### src/rtl/dmar_pkg.sv
package dmar_pkg;

    localparam int BUS_W    = 64;
    localparam int WIN_BITS = 6;

    localparam logic [WIN_BITS-1:0] OFF_DST  = 6'h00;
    localparam logic [WIN_BITS-1:0] OFF_LEN  = 6'h08;
    localparam logic [WIN_BITS-1:0] OFF_RUN  = 6'h10;
    localparam logic [WIN_BITS-1:0] OFF_DONE = 6'h18;

    typedef enum logic [2:0] {
        SEL_NONE,
        SEL_DST,
        SEL_LEN,
        SEL_RUN,
        SEL_DONE
    } reg_sel_e;

    typedef struct packed {
        logic     hit;
        reg_sel_e sel;
    } dec_t;

    // True when the low 'lsb' bits of v are all zero.
    function automatic logic low_clear(input logic [BUS_W-1:0] v, input int unsigned lsb);
        logic [BUS_W-1:0] mask;
        mask = (lsb == 0) ? '0 : ((BUS_W'(1) << lsb) - BUS_W'(1));
        return (v & mask) == '0;
    endfunction

endpackage

### src/rtl/dmar_decode.sv
module dmar_decode
    import dmar_pkg::*;
#(
    parameter int              ADDR_W    = 64,
    parameter logic [63:0]     BASE_ADDR = 64'h1001_7000
) (
    input  logic [ADDR_W-1:0] addr,
    output dec_t              dec
);
    logic [WIN_BITS-1:0] off;

    always_comb begin
        off     = addr[WIN_BITS-1:0];
        dec.hit = (addr[ADDR_W-1:WIN_BITS] == BASE_ADDR[ADDR_W-1:WIN_BITS]);
        unique case (off)
            OFF_DST:  dec.sel = SEL_DST;
            OFF_LEN:  dec.sel = SEL_LEN;
            OFF_RUN:  dec.sel = SEL_RUN;
            OFF_DONE: dec.sel = SEL_DONE;
            default:  dec.sel = SEL_NONE;
        endcase
    end
endmodule

### src/rtl/dmar_word_reg.sv
module dmar_word_reg #(
    parameter int ADDR_W = 64
) (
    input  logic              clk,
    input  logic              rst,
    input  logic              busy,
    input  logic              bus_we,
    input  logic [ADDR_W-1:0] bus_val,
    input  logic              upd_en,
    input  logic [ADDR_W-1:0] upd_val,
    output logic [ADDR_W-1:0] q
);
    logic eng_take;
    assign eng_take = busy && upd_en;

    always_ff @(posedge clk) begin
        if (rst)           q <= '0;
        else if (eng_take) q <= upd_val;
        else if (bus_we)   q <= bus_val;
    end

    AST_ENG_WINS: assert property (@(posedge clk) disable iff (rst)
        (busy && upd_en) |=> (q == $past(upd_val)));

    AST_WORD_HOLDS: assert property (@(posedge clk) disable iff (rst)
        (!bus_we && !(busy && upd_en)) |=> $stable(q));
endmodule

### src/rtl/dmar_flags.sv
module dmar_flags (
    input  logic clk,
    input  logic rst,
    input  logic start_req,
    input  logic start_ok,
    input  logic clr_req,
    input  logic eng_done,
    output logic running,
    output logic done
);
    logic finish;
    assign finish = running && eng_done;

    always_ff @(posedge clk) begin
        if (rst) begin
            running <= 1'b0;
            done    <= 1'b0;
        end else begin
            if (finish)                                running <= 1'b0;
            else if (!running && start_req && start_ok) running <= 1'b1;

            if (finish)       done <= 1'b1;
            else if (clr_req) done <= 1'b0;
        end
    end

    AST_END_SETS_DONE: assert property (@(posedge clk) disable iff (rst)
        (running && eng_done) |=> (done && !running));

    AST_RUN_FALLS_ON_END: assert property (@(posedge clk) disable iff (rst)
        $fell(running) |-> $past(eng_done));

    AST_DONE_STICKY: assert property (@(posedge clk) disable iff (rst)
        (done && !clr_req) |=> done);
endmodule

### src/rtl/dma_ctrl_regs.sv
module dma_ctrl_regs
    import dmar_pkg::*;
#(
    parameter int          ADDR_W     = 64,
    parameter int          BEAT_BYTES = 8,
    parameter logic [63:0] BASE_ADDR  = 64'h1001_7000
) (
    input  logic              clk,
    input  logic              rst,
    input  logic [ADDR_W-1:0] bus_addr,
    input  logic              bus_wr,
    input  logic              bus_rd,
    input  logic [63:0]       bus_wdata,
    output logic              bus_rvalid,
    output logic [63:0]       bus_rdata,
    output logic [ADDR_W-1:0] eng_dst_addr,
    output logic [ADDR_W-1:0] eng_len,
    output logic              eng_busy,
    input  logic              eng_addr_upd,
    input  logic [ADDR_W-1:0] eng_addr_val,
    input  logic              eng_len_upd,
    input  logic [ADDR_W-1:0] eng_len_val,
    input  logic              eng_done,
    output logic              irq
);
    localparam int unsigned ALIGN_LSB = $clog2(BEAT_BYTES);
    localparam int          N_WORDS   = 2;

    dec_t dec;
    logic running, done_q, aligned;
    logic start_req, clr_req, rd_hit;
    logic [ADDR_W-1:0] word_q   [N_WORDS];
    logic              word_we  [N_WORDS];
    logic              word_upd [N_WORDS];
    logic [ADDR_W-1:0] word_uv  [N_WORDS];
    logic [63:0]       rd_mux;

    dmar_decode #(.ADDR_W(ADDR_W), .BASE_ADDR(BASE_ADDR)) u_dec (
        .addr (bus_addr),
        .dec  (dec)
    );

    assign word_we[0]  = bus_wr && dec.hit && (dec.sel == SEL_DST);
    assign word_we[1]  = bus_wr && dec.hit && (dec.sel == SEL_LEN);
    assign word_upd[0] = eng_addr_upd;
    assign word_upd[1] = eng_len_upd;
    assign word_uv[0]  = eng_addr_val;
    assign word_uv[1]  = eng_len_val;

    for (genvar i = 0; i < N_WORDS; i++) begin : g_word
        dmar_word_reg #(.ADDR_W(ADDR_W)) u_word (
            .clk     (clk),
            .rst     (rst),
            .busy    (running),
            .bus_we  (word_we[i]),
            .bus_val (bus_wdata[ADDR_W-1:0]),
            .upd_en  (word_upd[i]),
            .upd_val (word_uv[i]),
            .q       (word_q[i])
        );
    end

    assign aligned   = low_clear(BUS_W'(word_q[0]), ALIGN_LSB)
                    && low_clear(BUS_W'(word_q[1]), ALIGN_LSB);
    assign start_req = bus_wr && dec.hit && (dec.sel == SEL_RUN)  &&  bus_wdata[0];
    assign clr_req   = bus_wr && dec.hit && (dec.sel == SEL_DONE) && !bus_wdata[0];

    dmar_flags u_flags (
        .clk       (clk),
        .rst       (rst),
        .start_req (start_req),
        .start_ok  (aligned),
        .clr_req   (clr_req),
        .eng_done  (eng_done),
        .running   (running),
        .done      (done_q)
    );

    always_comb begin
        unique case (dec.sel)
            SEL_DST:  rd_mux = 64'(word_q[0]);
            SEL_LEN:  rd_mux = 64'(word_q[1]);
            SEL_RUN:  rd_mux = {63'd0, running};
            SEL_DONE: rd_mux = {63'd0, done_q};
            default:  rd_mux = '0;
        endcase
    end

    assign rd_hit = bus_rd && dec.hit;

    always_ff @(posedge clk) begin
        if (rst) begin
            bus_rvalid <= 1'b0;
            bus_rdata  <= '0;
        end else begin
            bus_rvalid <= rd_hit;
            if (rd_hit) bus_rdata <= rd_mux;
        end
    end

    assign eng_dst_addr = word_q[0];
    assign eng_len      = word_q[1];
    assign eng_busy     = running;
    assign irq          = done_q;

    AST_READ_ANSWERED: assert property (@(posedge clk) disable iff (rst)
        (bus_rd && dec.hit) |=> bus_rvalid);

    AST_NO_STRAY_RESP: assert property (@(posedge clk) disable iff (rst)
        bus_rvalid |-> $past(bus_rd && dec.hit));

    AST_START_ALIGNED: assert property (@(posedge clk) disable iff (rst)
        $rose(running) |-> $past(aligned));
endmodule

### config.mk
export PLATFORM = sky130hd
export DESIGN_NAME = dma_ctrl_regs
export DESIGN_NICKNAME = d
export VERILOG_FILES = /design/src/rtl/dmar_pkg.sv /design/src/rtl/dmar_decode.sv /design/src/rtl/dmar_word_reg.sv /design/src/rtl/dmar_flags.sv /design/src/rtl/dma_ctrl_regs.sv
export SDC_FILE = /design/constraint.sdc
export NUM_CORES = 1
export LEC_CHECK = 0
export CAP_MARGIN = 10
export CORE_AREA = 2 2 177 179
export CTS_CLUSTER_SIZE = 20
export DETAILED_ROUTE_END_ITERATION = 10
export DIE_AREA = 0 0 179 181
export DONT_BUFFER_PORTS = 1
export PLACE_DENSITY = 0.55
export SLEW_MARGIN = 20
export SYNTH_ARGS = -nofsm -noshare
export SYNTH_HDL_FRONTEND = slang
export SYNTH_SLANG_ARGS = --single-unit
### constraint.sdc
create_clock -name clk -period 5.3 [get_ports clk]
set_input_delay 1.06 -clock clk [delete_from_list [all_inputs] [get_ports clk]]
set_output_delay 1.06 -clock clk [all_outputs]
set_load 0.02 [all_outputs]
# Yosys cells after proc, flatten, opt, wreduce, memory -nomap -nowiden
# Index checks and enable logic that the tools add are counted.
[totals]
wordCells = 45
inputBits = 263
reg_bits = 195
output_inout_bits = 195
[classes]
n_reduce_logical = 23
muxes = 8
n_eq_ne = 8
[op_table]
columns = ["cell", "n"]
rows = [
  ["$mux 64", 4],
  ["$pmux 64 s4", 1],
  ["$logic_not 64->1", 2],
  ["$eq 58x23->1 const B", 1],
  ["$logic_and 1x1->1", 14],
  ["$eq 6x5->1 const B", 2],
  ["$pmux 3 s4", 1],
  ["$eq 3x2->1 const B", 2],
  ["$eq 6x4->1 const B", 1],
  ["$logic_not 6->1", 1],
  ["$reduce_bool 2->1", 3],
  ["$eq 3x1->1 const B", 1],
  ["$eq 3x3->1 const B", 1],
  ["$logic_not 1->1", 2],
  ["$mux 1", 2],
  ["$reduce_or 2->1", 1],
]

# Logic depth before layout (Yosys ltp)
# Gate-level depths: netlist of the first run.
[logic_depth]
depth_word = 7
mapped_depth = 7
ltp_nobuf = 5

# By module
# Synthesis of the first run repeated with hierarchy kept, for this count alone.
[unflattened]
cells_unflattened = 1073
hier_area_um2 = 11124.4
[modules_own_cells]
columns = ["mod", "cells_per_inst", "instances", "seq_area_each_um2", "area_each_um2"]
rows = [
  ["dmar_word_reg", 291, 2, 1281.2, 3189.3],
  ["dma_ctrl_regs", 457, 1, 1301.2, 4473.0],
  ["dmar_decode", 26, 1, 0.0, 198.9],
  ["dmar_flags", 8, 1, 40.0, 73.8],
]

# Least setup slack after synthesis of the first run
# Ideal clock, no wire load.
[synth_path]
kind = "input port to flip-flop"
startpoint = "in bus_addr[17]"
endpoint = "reg g_word[1].u_word.q[24]"
arrival_ns = 2.600
n_path_buf = 2
cell_stages = 7
setup_time_ns = 0.134
t_required_ns = 5.166
setup_slack_ns = 2.566
cell_sequence = "nor4b_1 nand4_1 or4_1 buf_4 buf_2 o21ai_0 a211oi_1"
[synth_via]
elab_chain_len = 4
[synth_lines]
columns = ["element", "line_no", "source"]
rows = [
  ["start: declaration", "dma_ctrl_regs.sv:10", "input logic [ADDR_W-1:0] bus_addr,"],
  ["$eq 58x23->1", "dmar_decode.sv:14", "dec.hit = (addr[ADDR_W-1:WIN_BITS] == BASE_ADDR[ADDR_W-1:WIN_BITS]);"],
  ["$logic_and 1x1->1 (2 in a row)", "dma_ctrl_regs.sv:44", "assign word_we[1] = bus_wr && dec.hit && (dec.sel == SEL_LEN);"],
  ["$reduce_bool 2->1 (no line)", "--", ""],
  ["end signal: assignment", "dmar_word_reg.sv:18", "else if (eng_take) q <= upd_val;"],
  ["end signal: assignment", "dmar_word_reg.sv:19", "else if (bus_we) q <= bus_val;"],
  ["end: declaration", "dmar_word_reg.sv:11", "output logic [ADDR_W-1:0] q"],
]
# Every way passes these cells.
# A chain may end at the register's enable or synchronous reset.

# Final worst setup path of the first run
[layout_path]
startpoint = "in bus_addr[40]"
endpoint = "reg g_word[0].u_word.q[16]"
[layout_via]
elab_chain_len = 4
[layout_lines]
columns = ["element", "line_no", "source"]
rows = [
  ["$eq 58x23->1", "dmar_decode.sv:14", ""],
  ["$logic_and 1x1->1 (2 in a row)", "dma_ctrl_regs.sv:43", "assign word_we[0] = bus_wr && dec.hit && (dec.sel == SEL_DST);"],
  ["$reduce_bool 2->1 (no line)", "--", ""],
  ["end signal: assignment", "dmar_word_reg.sv:18", ""],
  ["end signal: assignment", "dmar_word_reg.sv:19", ""],
  ["end: declaration", "dmar_word_reg.sv:11", ""],
]
# Every way passes these cells.

==> results of run 1 <==
## cells in the mapped netlist, types with 2 or more instances
library cell / n / area [µm²]
sky130_fd_sc_hd__o21bai_1: 64 / 480
sky130_fd_sc_hd__nor4_1: 21 / 131
sky130_fd_sc_hd__clkbuf_1: 105 / 394
sky130_fd_sc_hd__nor4_2: 2 / 25.0
sky130_fd_sc_hd__o21ai_0: 160 / 801
sky130_fd_sc_hd__nor4bb_1: 2 / 20.0
sky130_fd_sc_hd__buf_2: 26 / 130
sky130_fd_sc_hd__mux2i_1: 63 / 631
sky130_fd_sc_hd__buf_4: 3 / 22.5
sky130_fd_sc_hd__a31oi_1: 64 / 400
sky130_fd_sc_hd__buf_1: 10 / 37.5
sky130_fd_sc_hd__buf_6: 13 / 146
sky130_fd_sc_hd__a21oi_1: 65 / 325
sky130_fd_sc_hd__nor4b_1: 5 / 43.8
sky130_fd_sc_hd__inv_1: 2 / 7.51
sky130_fd_sc_hd__a41oi_1: 64 / 561
sky130_fd_sc_hd__dfxtp_1: 195 / 3900
sky130_fd_sc_hd__a211oi_1: 64 / 480
sky130_fd_sc_hd__nand3_1: 65 / 325
sky130_fd_sc_hd__nand4_1: 72 / 450
sky130_fd_sc_hd__nor2_1: 131 / 492
sky130_fd_sc_hd__nand2_1: 6 / 22.5
sky130_fd_sc_hd__o21ai_1: 32 / 160
## cell usage in the layout, fill, tap and decap left out, drive strengths merged, types with 17 or more instances in the layout
| master | n |
|---|---|
| nand3 | 65 |
| o21bai | 64 |
| nor2 | 131 |
| nand4 | 72 |
| a31oi | 64 |
| nor4 | 23 |
| mux2i | 63 |
| dfxtp | 195 |
| a21oi | 65 |
| o21ai | 192 |
| a211oi | 64 |
| a41oi | 64 |
| clkbuf | 17 |
## per-layer routing
layer / global-route usage / wire length [µm] / vias up
met5: 0 / 0 / -
met1: 0.312 / 16700 / 4873
li1: - / - / 4507
met3: 0.0827 / 4480 / 87
met2: 0.406 / 20400 / 600
met4: 0.120 / 1610 / 0
## cells by family (layout without fill, tap and decap cells)
logic type / count (synthesis) / in the layout / synth area share
AOI/OAI and AO/OA: 515 / 515 / 0.320
buffers and inverters: 160 / 47 / 0.0736
DFF: 195 / 195 / 0.387
muxes: 64 / 64 / 0.0648
other: 0 / 2 / 0
and+or+nand+nor: 311 / 311 / 0.155
## area by class of cell
| class | count | area share |
|---|---|---|
| flip-flops and latches | 195 | 0.368 |
| well taps | 396 | 0.0467 |
| inverters | 3 | 0.00118 |
| diodes | 2 | 0.000472 |
| clock inverters | 15 | 0.0165 |
| clock buffers | 17 | 0.0401 |
| multi-input cells | 890 | 0.517 |
| repair buffers | 12 | 0.00967 |
## flip-flops by register name, summed over array words and instances, names as in the netlist
| register | cells |
|---|---|
| bus_rdata | 64 |
| bus_rvalid | 1 |
| g_word.u_word.q | 128 |
| u_flags.done | 1 |
| u_flags.running | 1 |
## path summary, 6_finish.rpt
| kind | startpoint | endpoint | slack, ns | cells after the start |
|---|---|---|---|---|
| setup / recovery | bus_addr[40] | g_word[0].u_word.q[16]$_SDFFE_PP0P_ | 1.30 | 6 |
| setup reg to reg | u_flags.running$_SDFFE_PP0P_ | g_word[1].u_word.q[56]$_SDFFE_PP0P_ | 2.74 | 4 |
| hold reg to reg | bus_rdata[57]$_SDFFE_PP0P_ | bus_rdata[57]$_SDFFE_PP0P_ | 0.58 | 2 |
| hold / removal | bus_rdata[57]$_SDFFE_PP0P_ | bus_rdata[57]$_SDFFE_PP0P_ | 0.58 | 2 |
## worst max-delay path, delay by kind of cell
family	cells	cell delay, ns
simple gates	3	2.34
buf+inv	1	0.43
compound gates	2	0.38
## per-stage QoR
stage | setup slack [ns] | std cells
2_1_floorplan | 2.57 | 1245
3_3_place_gp | 1.34 | 1496
3_5_place_dp | 1.26 | 1496
4_1_cts | 1.74 | 1528
5_1_grt | 1.27 | 1530
6_report | 1.30 | 1530
## power by group through the flow
| stage | Combinational (µW) | Clock, µW | Sequential [µW] |
|---|---|---|---|
| after floorplan | 92.3 | 0 | 1500 |
| after global placement | 64.4 | 0 | 1500 |
| after detailed placement | 64.9 | 0 | 1500 |
| after CTS | 64.9 | 1400 | 1460 |
| after global routing | 69.1 | 1460 | 1460 |
| final | 65.6 | 1380 | 1460 |
==> metrics, run 1 <==
worst hold slack across all endpoints 0.577 ns; clock-pin slew on the worst setup and hold paths 0.08 ns; average footprint of a synthesized cell 8.10 µm²; Data arrival, critical path 4.28 ns; critical path fanouts, max 81; critical path's slowest cell sky130_fd_sc_hd__or4_4; Synth warnings 0; horizontal extent of the die 179 µm; post-route cell area 10600 µm²; Min Clock Period, post-route 4.00 ns; weighted congestion at the end of routability-driven global placement 0.864; crit path launch type input pin; routed length per instance 28.2 µm; Worst Setup End Kind flip-flop; Maximum Capacitance Violations 0; final-report hold violation count 0; total gr overflow 0; half-perimeter wire length after detailed placement 26500 µm; Port Buffers 0; number of hold buffers added after CTS 0; Initial Util 0.332; CTS tree built; worst vdd rail ir drop 0.200 mV; remaining antenna violation count after routing 0; die area 32400 µm²; area growth from synthesis to layout 5.19%; status finished, final reports clean; proportion of layout cells with a drive suffix above 1 0.0530; vias per inst 6.58; main flop type after synthesis sky130_fd_sc_hd__dfxtp_1; cell area after synthesis 10100 µm²; Power, Total 2910 µW; number of buffers added by the clock tree synthesis step 17; total wirelength of the detailed-routed design 43100 µm; class of the most critical setup path input pin to flip-flop; unique cell type count in the Yosys netlist 34; Final Slew Violations 0; total number of clock tree sinks 195; power density relative to cell area 275 nW/µm²; proportion of register bits with asynchronous set or reset after synthesis 0; multi-input combinational cell area 5490 µm²; Worst slew margin 0.230; peak per-stage delay on the critical path 1.02 ns; net count after synthesis 1508; part of the total power dissipated in the clock network 0.475; portion of the post-synthesis area used by sequential elements 0.387; sequential cell area in the final layout 3900 µm²; Clock Latency Late Sink 0.45 ns; buffer type at the clock tree root sky130_fd_sc_hd__clkbuf_16; number of cells upsized or downsized after cts 0; height of the die 181 µm; GRT Util Overall 0.256; transition at the pin with the smallest max-transition slack 1.14 ns; Max clock buf depth 2; portion of the clock cycle consumed by the worst path in the final layout 0.754; Hold/Removal Path Class flip-flop to flip-flop; net load switching power 704 µW; number of synthesized register bits 195; leakage power summed over all cells 0.00298 µW; drt first-iter violations 873; FP Rows 64; Post-CTS Repair Setup Buffers 0; overall via count from detail_route 10067; maximum number of pins on one net before global-route repair 196; Setup Skew 0.0107 ns; filler instances 3199; Finished Core Util 0.350; total I/O pin count 458; Post-synth EDFFs 0; sequential cell fraction of total power 0.502; total negative setup slack 0 ns; DRC errors left 0; final setup violating endpoints 0; setup repair after global routing missed its margin false; CP required 5.58 ns; total iterations of the first detailed-routing run 5; initial antenna violation count 1; design internal power 2210 µW; number of nets in the layout 1382; Mapped Cells 1245; Core Area 30300 µm²; combinational share of power 0.023; placed cell area 10000 µm²; cells traversed along the worst timing path nor4_1, nand4_1, or4_4, buf_4, o21ai_0, a31oi_1; maximum achievable frequency 250 MHz; number of H-tree levels 4; vias in the first global route 9770; global-route wire length before repair 63500 µm; switching fraction of total power 0.242
No activity file was read; power rests on OpenSTA's default activity.
==> run 2, diff against run 1 <==
==> constraint.sdc (replaced) <==
create_clock -name clk -period 3.9 [get_ports clk]
set_input_delay 0.78 -clock clk [delete_from_list [all_inputs] [get_ports clk]]
set_output_delay 0.78 -clock clk [all_outputs]
set_load 0.02 [all_outputs]
==> metrics, run 2 (same netlist as run 1, synthesis figures left out) <==
status finished, final reports clean; die area 32400 µm² (unchanged); portion of the clock cycle consumed by the worst path in the final layout 0.707; weighted congestion at the end of routability-driven global placement 0.881 (+2.0%); commonest cells after routing, fill and taps aside sky130_fd_sc_hd__dfxtp_1, sky130_fd_sc_hd__o21ai_0, sky130_fd_sc_hd__nor2_1; drt first-iter violations 1042 (+19%); final-report hold violation count 0 (unchanged); initial antenna violation count 0 (-1); GRT Util Overall 0.252 (-0.00388); pre-CTS setup slack 0.680 ns (-0.580 ns); max reg flops 128 (unchanged); Clock Latency Late Sink 0.47 ns (+0.02 ns); total I/O pin count 458 (unchanged); worst vdd rail ir drop 0.312 mV (+56%); Initial Util 0.332 (unchanged); total wirelength of the detailed-routed design 42200 µm (-2.1%); crit path launch type input pin; filler instances 3186 (-0.41%); remaining antenna violation count after routing 0 (unchanged); leading registers by flop count g_word.u_word.q: 128 flops, bus_rdata: 64 flops; multi-input combinational cell area 5490 µm² (unchanged); vias per inst 6.55 (-0.41%); total negative setup slack 0 ns (unchanged); CP required 4.29 ns (-1.29 ns); number of instances on the worst hold path 1 (-1); global-route wire length before repair 62600 µm (-1.4%); Antenna diodes 0 (-2); number of hold buffers added after CTS 0 (unchanged); final worst setup slack 1.14 ns (-0.158 ns); half-perimeter wire length after detailed placement 26500 µm (-0.21%); horizontal extent of the die 179 µm (unchanged); Maximum Capacitance Violations 0 (unchanged); total iterations of the first detailed-routing run 5 (unchanged); leakage power summed over all cells 0.00306 µW (+2.4%); Min Clock Period, post-route 2.76 ns; Worst slew margin 0.317 (+0.0873); Core Area 30300 µm² (unchanged); Post-CTS Repair Setup Buffers 0 (unchanged); Worst Setup End Kind flip-flop; final cell count without fillers 1535 (+0.33%); area growth from synthesis to layout 6.61%; final setup violating endpoints 0 (unchanged); largest register by flop count g_word.u_word.q; setup repair after global routing missed its margin false; proportion of layout cells with a drive suffix above 1 0.0588 (+0.00582); critical path fanouts, max 61 (-25%); class of the most critical setup path input pin to flip-flop; routed length per instance 27.5 µm (-2.4%); sequential cell area in the final layout 3900 µm² (unchanged); number of cells after detailed placement 1503 (+0.47%); Setup Skew 0.0152 ns (+0.00455 ns); FP Rows 64 (unchanged); number of cells upsized or downsized after cts 0 (unchanged); overall via count from detail_route 10058 (-0.089%); Final Slew Violations 0 (unchanged); number of H-tree levels 4 (unchanged); Port Buffers 0 (unchanged); r2r worst-path depth 4 (unchanged); power density relative to cell area 362 nW/µm² (+32%); Data arrival, critical path 3.14 ns (-1.14 ns); Max clock buf depth 2 (unchanged); total number of clock tree sinks 195 (unchanged); transition at the pin with the smallest max-transition slack 1.01 ns (-0.130 ns); height of the die 181 µm (unchanged); maximum achievable frequency 363 MHz; buffer type at the clock tree root sky130_fd_sc_hd__clkbuf_16; CTS tree built; number of buffers added by the clock tree synthesis step 17 (unchanged); clock-pin slew on the worst setup and hold paths 0.08 ns (about the same); maximum number of pins on one net before global-route repair 196 (unchanged); Hold/Removal Path Class input pin to flip-flop; DRC errors left 0 (unchanged); total gr overflow 0 (unchanged); number of nets in the layout 1389 (+0.51%); vias in the first global route 9524 (-2.5%); most frequent standard cell in the layout excluding fill and tap cells sky130_fd_sc_hd__dfxtp_1
## run 2: critical path, cell delays in order
cell	delay, ns
sky130_fd_sc_hd__nor4_1	0.85
sky130_fd_sc_hd__nand4_1	0.36
sky130_fd_sc_hd__nor4_4	0.41
sky130_fd_sc_hd__buf_12	0.35
sky130_fd_sc_hd__nand3_1	0.19
sky130_fd_sc_hd__a21oi_1	0.16
## run 2: layout make-up
cell class / instances / share of cell area
Clock buffer: 17 / 0.0396
Clock inverter: 15 / 0.0149
Inverter: 3 / 0.00105
Multi-Input combinational cell: 890 / 0.510
Sequential cell: 195 / 0.363
Tap cell: 396 / 0.0461
Timing Repair Buffer: 19 / 0.0249
## run 2: final timing paths
check | slack [ns] | startpoint | to
max reg2reg | 1.60 | u_flags.running$_SDFFE_PP0P_ | g_word[1].u_word.q[54]$_SDFFE_PP0P_
max | 1.14 | bus_addr[43] | bus_rdata[33]$_SDFFE_PP0P_
min reg2reg | 0.59 | bus_rdata[57]$_SDFFE_PP0P_ | bus_rdata[57]$_SDFFE_PP0P_
min | 0.41 | rst | g_word[1].u_word.q[13]$_SDFFE_PP0P_
## run 2: per-stage QoR
| stage | hold slack (ns) | util | area, µm² | total power, µW |
|---|---|---|---|---|
| 2_1_floorplan | 0.547 | - | 10100 | 2160 |
| 3_3_place_gp | 0.566 | 0.335 | 10200 | 2120 |
| 3_5_place_dp | 0.575 | 0.335 | 10200 | 2120 |
| 4_1_cts | 0.360 | 0.354 | 10800 | 3920 |
| 5_1_grt | 0.366 | 0.354 | 10800 | 4000 |
| 6_report | 0.407 | 0.354 | 10800 | 3890 |
## run 2: routing by layer
metal	GRT usage	wire, µm	vias up
li1	-	-	4523
met1	0.316	16700	4858
met2	0.394	19600	589
met3	0.0762	4220	88
met4	0.118	1680	0
met5	0	0	-
## run 2: where the power goes
| part | total [µW] | internal (µW) | leakage, µW | switching (µW) |
|---|---|---|---|---|
| logic | 86.8 | 44.3 | 0.00120 | 42.6 |
| registers | 1990 | 1990 | 0.00157 | 0.00000000000362 |
| clock network | 1810 | 909 | 0.000286 | 905 |
